===== config.mk =====
export PLATFORM = sky130hd
export DESIGN_NAME = cmg_mode_guard
export DESIGN_NICKNAME = d
export VERILOG_FILES = /design/src/rtl/cmg_pkg.sv /design/src/rtl/cmg_transition_check.sv /design/src/rtl/cmg_logid_gen.sv /design/src/rtl/cmg_mode_guard.sv
export SDC_FILE = /design/constraint.sdc
export NUM_CORES = 1
export LEC_CHECK = 0
export BUFFER_PORTS_ARGS = -buffer_cell sky130_fd_sc_hd__buf_2
export CORE_MARGIN = 5
export CORE_UTILIZATION = 44
export CTS_CLUSTER_DIAMETER = 80
export DETAILED_ROUTE_END_ITERATION = 7
export PLACE_DENSITY_LB_ADDON = 0.08
export SLEW_MARGIN = 10
export SYNTH_ARGS = -nofsm -noshare
export SYNTH_HDL_FRONTEND = slang
export SYNTH_HIERARCHICAL = 1
export SYNTH_SLANG_ARGS = --single-unit

===== constraint.sdc =====
create_clock -name clk -period 2 [get_ports clk]
set_clock_uncertainty 0.2 [all_clocks]
set_input_delay 0.3 -clock clk [delete_from_list [all_inputs] [get_ports clk]]
set_output_delay 0.3 -clock clk [all_outputs]
set_load 0.01 [all_outputs]

===== src/rtl/cmg_pkg.sv =====
package cmg_pkg;

    localparam int EN_POS   = 11;
    localparam int EXT_POS  = 10;
    localparam int BSP_POS  = 8;
    localparam int BASE_LSB = 12;
    localparam int BASE_MSB = 31;
    localparam int BASE_W   = BASE_MSB - BASE_LSB + 1;
    localparam int LID_W    = 32;
    localparam int LID_HALF = LID_W / 2;

    typedef enum logic [1:0] {
        MODE_OFF    = 2'd0,
        MODE_LEGACY = 2'd1,
        MODE_EXT    = 2'd2
    } mode_e;

    typedef enum logic [2:0] {
        REJ_NONE,
        REJ_NO_CAP,
        REJ_BAD_STATE,
        REJ_SKIP_LEGACY,
        REJ_FALL_BACK
    } reject_e;

    typedef struct packed {
        logic              en;
        logic              ext;
        logic [BASE_W-1:0] base;
    } wr_fields_t;

    function automatic mode_e mode_from_bits(input logic en, input logic ext);
        if (!en)
            return MODE_OFF;
        else if (ext)
            return MODE_EXT;
        else
            return MODE_LEGACY;
    endfunction

endpackage


===== src/rtl/cmg_transition_check.sv =====
module cmg_transition_check
    import cmg_pkg::*;
(
    input  mode_e      cur_mode,
    input  wr_fields_t req,
    input  logic       ext_ok,
    output logic       accept,
    output mode_e      next_mode,
    output logic       enter_ext,
    output logic       going_off
);
    reject_e why;

    always_comb begin
        why = REJ_NONE;
        if (req.ext && !ext_ok)
            why = REJ_NO_CAP;
        else if (req.ext && !req.en)
            why = REJ_BAD_STATE;
        else if (cur_mode == MODE_OFF && req.en && req.ext)
            why = REJ_SKIP_LEGACY;
        else if (cur_mode == MODE_EXT && req.en && !req.ext)
            why = REJ_FALL_BACK;
    end

    assign accept    = (why == REJ_NONE);
    assign next_mode = mode_from_bits(req.en, req.ext);
    assign enter_ext = accept && (next_mode == MODE_EXT) && (cur_mode != MODE_EXT);
    assign going_off = accept && !req.en;

endmodule


===== src/rtl/cmg_logid_gen.sv =====
module cmg_logid_gen
    import cmg_pkg::*;
#(
    parameter int ID_W = 32
) (
    input  logic [ID_W-1:0]  init_id,
    output logic [LID_W-1:0] logical_id
);
    localparam int SEL_W = $clog2(LID_HALF);

    logic [ID_W-1:0]     shifted;
    logic [SEL_W-1:0]    sel;
    logic [LID_HALF-1:0] member;
    logic                unused_hi;

    assign shifted   = init_id >> SEL_W;
    assign sel       = init_id[SEL_W-1:0];
    assign unused_hi = ^shifted[ID_W-1:LID_HALF];

    for (genvar g = 0; g < LID_HALF; g++) begin : g_member
        assign member[g] = (sel == SEL_W'(g));
    end

    assign logical_id = {shifted[LID_HALF-1:0], member};

endmodule


===== src/rtl/cmg_mode_guard.sv =====
module cmg_mode_guard
    import cmg_pkg::*;
#(
    parameter int                ID_W     = 32,
    parameter int                VAL_W    = 64,
    parameter logic [BASE_W-1:0] RST_BASE = 20'hFEE00,
    parameter logic              RST_BSP  = 1'b1
) (
    input  logic              clk,
    input  logic              rst,
    input  logic [ID_W-1:0]   init_id,
    input  logic              ext_supported,
    input  logic              wr_req,
    input  logic [VAL_W-1:0]  wr_val,
    input  logic              id_wr,
    input  logic [7:0]        id_wr_val,
    output logic [VAL_W-1:0]  base_q,
    output logic [1:0]        mode_o,
    output logic [7:0]        legacy_id,
    output logic [LID_W-1:0]  ext_logical_id,
    output logic              wr_err,
    output logic              sv_enable_clr
);
    wr_fields_t        req;
    mode_e             mode_q;
    mode_e             mode_nx;
    logic [BASE_W-1:0] base_fld;
    logic [7:0]        lid_q;
    logic [LID_W-1:0]  xlid_q;
    logic [LID_W-1:0]  xlid_calc;
    logic              err_q;
    logic              clr_q;
    logic              ok;
    logic              to_ext;
    logic              to_off;
    logic              unused_val;

    assign req.en   = wr_val[EN_POS];
    assign req.ext  = wr_val[EXT_POS];
    assign req.base = wr_val[BASE_MSB:BASE_LSB];
    assign unused_val = ^{wr_val[VAL_W-1:BASE_MSB+1], wr_val[9:0]};

    cmg_transition_check u_check (
        .cur_mode  (mode_q),
        .req       (req),
        .ext_ok    (ext_supported),
        .accept    (ok),
        .next_mode (mode_nx),
        .enter_ext (to_ext),
        .going_off (to_off)
    );

    cmg_logid_gen #(.ID_W(ID_W)) u_logid (
        .init_id    (init_id),
        .logical_id (xlid_calc)
    );

    always_ff @(posedge clk) begin
        if (rst) begin
            mode_q   <= MODE_LEGACY;
            base_fld <= RST_BASE;
            lid_q    <= init_id[7:0];
            xlid_q   <= '0;
            err_q    <= 1'b0;
            clr_q    <= 1'b0;
        end else begin
            err_q <= wr_req && !ok;
            clr_q <= wr_req && to_off;
            if (wr_req) begin
                lid_q <= init_id[7:0];
                if (ok) begin
                    mode_q   <= mode_nx;
                    base_fld <= req.base;
                end
                if (to_ext)
                    xlid_q <= xlid_calc;
            end else if (id_wr && mode_q != MODE_EXT) begin
                lid_q <= id_wr_val;
            end
        end
    end

    always_comb begin
        base_q                    = '0;
        base_q[BASE_MSB:BASE_LSB] = base_fld;
        base_q[EN_POS]            = (mode_q != MODE_OFF);
        base_q[EXT_POS]           = (mode_q == MODE_EXT);
        base_q[BSP_POS]           = RST_BSP;
    end

    assign mode_o         = mode_q;
    assign legacy_id      = lid_q;
    assign ext_logical_id = xlid_q;
    assign wr_err         = err_q;
    assign sv_enable_clr  = clr_q;

endmodule


## Yosys cells after proc, flatten, opt, wreduce, memory -nomap -nowiden

Cells that the tools add are included.

| word-level totals | value |
|---|---|
| latch bits | 0 |
| memories | 0 |
| RAM bits | 0 |
| output and inout bits | 108 |
| input port bits | 109 |
| memory bits (read-only) | 0 |
| register bits after elaboration | 64 |

| operators by class | value |
|---|---|
| equal/unequal tests | 18 |
| divide/modulo/power cells | 0 |
| reduce and logical (&&, ||, !) cells | 23 |
| shifts and indexed selects | 0 |
| magnitude comparators | 0 |
| add/sub/neg operators | 0 |
| bitwise logic cells | 0 |
| multipliers | 0 |
| muxes and demuxes | 9 |

Operator list:

| kind | count |
|---|---|
| $eq A4 B4 Y1 const B | 8 |
| $mux W8 | 3 |
| $eq A4 B3 Y1 const B | 4 |
| $logic_and A1 B1 Y1 | 12 |
| $mux W3 | 4 |
| $eq A4 B2 Y1 const B | 2 |
| $eq A2 B2 Y1 const B | 2 |
| $eq A4 B1 Y1 const B | 1 |
| $logic_not A1 Y1 | 4 |
| $logic_not A4 Y1 | 1 |
| $mux W2 | 2 |
| $reduce_and A2 Y1 | 2 |
| $logic_not A3 Y1 | 1 |
| $reduce_bool A3 Y1 | 1 |
| $logic_not A2 Y1 | 1 |
| $ne A2 B2 Y1 const B | 1 |
| $reduce_bool A2 Y1 | 1 |

## Logic depth before layout (Yosys ltp)

| logic depth | value |
|---|---|
| depth in word-level cells | 11 |
| gate-level depth with buffers | 7 |
| gate-level depth less buffers | 4 |

## Hierarchy

Netlist, hierarchy kept.

By module, submodules not included:

| module | cells each | instances | seq. area each (µm²) | area an instance (µm²) |
|---|---|---|---|---|
| cmg_mode_guard | 304 | 1 | 1361.3 | 3254.4 |
| cmg_logid_gen | 36 | 1 | 0.0 | 346.6 |
| cmg_transition_check | 8 | 1 | 0.0 | 56.3 |

## Worst setup path after synthesis

Ideal clock, no wire load.

| timing path | value |
|---|---|
| kind | register to register |
| from | register mode_q[0], in the netlist mode_o[0] |
| to | register lid_q[0], in the netlist legacy_id[0] (enable) |
| required time | 1.416 ns |
| clock period less this slack | 1.779 ns |
| stages on the path, launching flop included | 3 |
| slack | 0.221 ns |
| data arrival time | 1.195 ns |
| path buffers | 0 |
| cells stage by stage | dfxtp_1 nor2b_1 o21ai_0 |

| between the ends | value |
|---|---|
| word-level cells in the longest chain between the ends | 3 |

RTL lines:

| element | RTL line | text |
|---|---|---|
| start: declaration | cmg_mode_guard.sv:25 | `mode_e mode_q;` |
| start signal: assignment | cmg_mode_guard.sv:72 | `mode_q <= mode_nx;` |
| $ne A2 B2 Y1 | cmg_mode_guard.sv:77 | `end else if (id_wr && mode_q != MODE_EXT) begin` |
| $logic_and A1 B1 Y1 | cmg_mode_guard.sv:77 |  |
| $reduce_bool A3 Y1 (no source line) | - |  |
| end signal: assignment | cmg_mode_guard.sv:62 | `lid_q <= init_id[7:0];` |
| end signal: assignment | cmg_mode_guard.sv:70 | `lid_q <= init_id[7:0];` |
| end signal: assignment | cmg_mode_guard.sv:78 | `lid_q <= id_wr_val;` |
| end: declaration | cmg_mode_guard.sv:28 | `logic [7:0] lid_q;` |

No other way between the ends.
A chain may end at the register's enable or synchronous reset.

## Final worst setup path

| timing path | value |
|---|---|
| from | register mode_q[0], in the netlist mode_o[0] |
| to | register mode_q[0], in the netlist mode_o[0] |

| between the ends | value |
|---|---|
| word-level cells in the longest chain between the ends | 9 |
| elaborated cells on any way between the ends | 12 |

RTL lines:

| element | RTL line | text |
|---|---|---|
| $eq A2 B2 Y1 | cmg_transition_check.sv:22 | `else if (cur_mode == MODE_EXT && req.en && !req.ext)` |
| $logic_and A1 B1 Y1 (2 in a row) | cmg_transition_check.sv:22 |  |
| $mux W3 | cmg_transition_check.sv:22 |  |
| $mux W3 * | cmg_transition_check.sv:20 | `else if (cur_mode == MODE_OFF && req.en && req.ext)` |
| $mux W3 * | cmg_transition_check.sv:18 | `else if (req.ext && !req.en)` |
| $mux W3 * | cmg_transition_check.sv:16 | `if (req.ext && !ext_ok)` |
| $logic_not A3 Y1 * | cmg_transition_check.sv:26 | `assign accept = (why == REJ_NONE);` |
| net ok | cmg_mode_guard.sv:33 | `logic ok;` |
| $reduce_and A2 Y1 (no source line) * | - |  |

Mark *: on every way through the listed nets, which the timed path passes. The rest lies on a longest branch.

==> results.json <==
{
  "setup_tns_ps": 0,
  "worstReg2RegStart": "mode_o[0]",
  "critPathCaptureType": "flop",
  "die_w_um": 101.2,
  "start_util_pct": 44.74,
  "stdcell_area_mm2": 0.004443,
  "drive_gt1_share_pct": 50.85,
  "crit_path_cell_trace": "nor2_1, a211oi_4, nand2_2, a211o_1",
  "routed-wl-met2_um": 3490,
  "top_layer": "met5",
  "final_common_cell": "buf_2",
  "reg2reg_depth": 4,
  "vdd_drop_max_v": 0.0003130,
  "drt_iter0_drc": 39,
  "place_inst": 533,
  "first_pass_iters": 4,
  "ctsRootBufferMaster": "clkbuf_8",
  "postSynthCellCount": 348,
  "die_y_um": 101.2,
  "worstHoldPathType": "in2reg",
  "crit_arrival_ps": 1910,
  "finish.utilization_pct": 54.35,
  "netlist.area_leader.share_pct": 30.65,
  "fin_nets": 572,
  "holdWs_ps": 16.70,
  "maxCapViolCount": 0,
  "rr_endpoint": "mode_o[0]",
  "io_pins": 217,
  "crit_required_ps": 2040,
  "drtAntennaViolNets": 0,
  "power_density_mw_per_mm2": 658.8,
  "antenna_cells": 0,
  "path_class": "reg2reg",
  "cts_buffers": 9,
  "wl_per_cell_um": 14.02,
  "min-delay-start": "wr_val[24]",
  "synth_area_leaders": "dfxtp_1 31%, buf_4 14%, a21bo_2 7.1%, edfxtp_1 6.6%, nand3_2 5.5%",
  "holdPathStages": 3,
  "seq_area_frac_synth_pct": 37.22,
  "syn_to_final_growth_pct": 21.48,
  "placed_cell_area_mm2": 0.004013,
  "grt_pass1_wl_um": 12830,
  "m1WireLength_um": 3528,
  "power.leakage_nw": 1.977,
  "routed-wl-met3_um": 802,
  "cp-start-kind": "flop",
  "synth_area_leader_cell": "dfxtp_1",
  "die_area_mm2": 0.01024,
  "startpoint": "mode_o[0]",
  "final_cell_mix": "119 x buf_2, 56 x dfxtp_1, 42 x conb_1",
  "vias": 2776,
  "antenna_found_initial": 1,
  "synth_seq_cells": 64,
  "grt_pass1_vias": 2697,
  "clkLatencyLatePin_ps": 340,
  "viasPerCell": 4.845,
  "slowest_delay_ps": 440,
  "hpwl_um": 5401,
  "max_clock_freq_mhz": 533.4,
  "period_share_pct": 93.74,
  "hold_viol": 0,
  "clock-sinks": 64,
  "overflow": 0,
  "slew_viol_final": 0,
  "period_minus_slack_ps": 1875,
  "grt_max_degree": 57,
  "synth_cell_type_count": 35,
  "core_mm2": 0.008175,
  "cp_top_family": "compound AO/OA/AOI/OAI gates",
  "hold_end": "base_fld[12]",
  "rows": 33,
  "routed_wirelength_um": 8035,
  "synth-warning-count": 6,
  "rsz0062_at_grt": "false",
  "syn_avg_cell_area_um2": 10.51,
  "drcViolationCount": 0,
  "io_buffer_count": 120,
  "reg2reg_slack_ps": 130,
  "gp_congestion": 0.6892,
  "crit_buf_inv": 0,
  "grt.total_usage_pct": 15.70,
  "netlist_area_mm2": 0.003657,
  "h-tree-depth": 3,
  "crit_slowest_cell": "dfxtp_1",
  "layoutNonFillerInstCount": 573,
  "final-setup-viol-count": 0,
  "cts_tree": "built",
  "crit_path_max_fanout": 11,
  "cts_max_path_buffers": 2,
  "clkSlewWorstSetupHoldPaths_ps": 70,
  "outcome": "complete, no violations"
}
cell usage after synthesis:
cell	n
buf_4	66
dfxtp_1	56
a21bo_2	26
a21oi_1	23
nand3_1	23
a21oi_2	20
nand3_2	20
buf_2	18
a21bo_1	17
and3_1	12
a211o_1	11
edfxtp_1	8
mux2_2	8
and4bb_2	6
and4b_1	4
buf_6	4
nor4b_2	4
buf_8	3
conb_1	2
nor2_1	2
a211oi_1	1
a21boi_1	1
and2_4	1
and2b_2	1
and3b_1	1
and4_1	1
inv_1	1
nand2_2	1
nor2_8	1
nor2b_1	1
nor3b_2	1
nor4_2	1
nor4bb_1	1
o21ai_0	1
or2_2	1
worst max path at each step:
| stage | end | slack [ps] | depth (start not counted) |
|---|---|---|---|
| 2_1_floorplan | legacy_id[0] | 220 | 2 |
| 3_3_place_gp | base_fld[15] | 70 | 6 |
| 3_5_place_dp | base_fld[19] | 30 | 6 |
| 4_1_cts | base_fld[19] | 50 | 5 |
| 5_1_grt | base_fld[9] | 4 | 4 |
| 6_report | mode_o[0] | 130 | 4 |
routing by layer:
layer | global-route usage [%] | vias up
li1 | - | 1367
met1 | 20.10 | 1287
met2 | 23.19 | 103
met3 | 5.854 | 17
met4 | 7.873 | 2
met5 | 0 | -
what timing repair did:
item,CTS,global route
gates resized for setup,0,2
setup buffers,0,0
hold endpoints to repair,24,0
endpoints found under the setup margin,0,7
hold buffers,24,0
report_power, final:
group | leakage (nW) | switching (W) | internal (W) | total, W
clock | 0.0941 | 0.000484 | 0.000571 | 0.00105
combinational | 1.34 | 0.000273 | 0.000221 | 0.000493
sequential | 0.539 | 0.0000224 | 0.00136 | 0.00138
flip-flops by register name, summed over array words and instances (netlist names):
signal	count
wr_err	1
base_fld	20
ext_logical_id	32
mode_o	2
legacy_id	8
sv_enable_clr	1
cell type report:
class,count,area [um2]
Fill cell,770,3732
Multi-Input combinational cell,232,1787
Sequential cell,64,1361
Timing Repair Buffer,155,979.7
Clock buffer,12,135.1
Tap cell,105,131.4
Clock inverter,4,45.04
Inverter,1,3.754
stage by stage:
stage | power, W | setup WS (ps)
2_1_floorplan | 0.001800 | 220.6
3_3_place_gp | 0.001860 | 73.19
3_5_place_dp | 0.001866 | 33.25
4_1_cts | 0.002972 | 50.46
5_1_grt | 0.003077 | 4.257
6_report | 0.002927 | 125.3
cells by family (layout without fill, tap and decap cells):
| group | Yosys count | count (layout) | synth area share [%] |
|---|---|---|---|
| DFF | 64 | 64 | 37.22 |
| buffers and inverters | 92 | 172 | 18.58 |
| AOI/OAI and AO/OA | 100 | 100 | 22.89 |
| other | 2 | 42 | 0.2053 |
| muxes | 8 | 8 | 2.463 |
| and+or+nand+nor | 82 | 82 | 18.65 |
tightest hold or removal path, stage by stage:
cell and delay, ps:
buf_2 100, nand3_1 60, a21oi_1 50
Power figures use the tool's default switching activity.
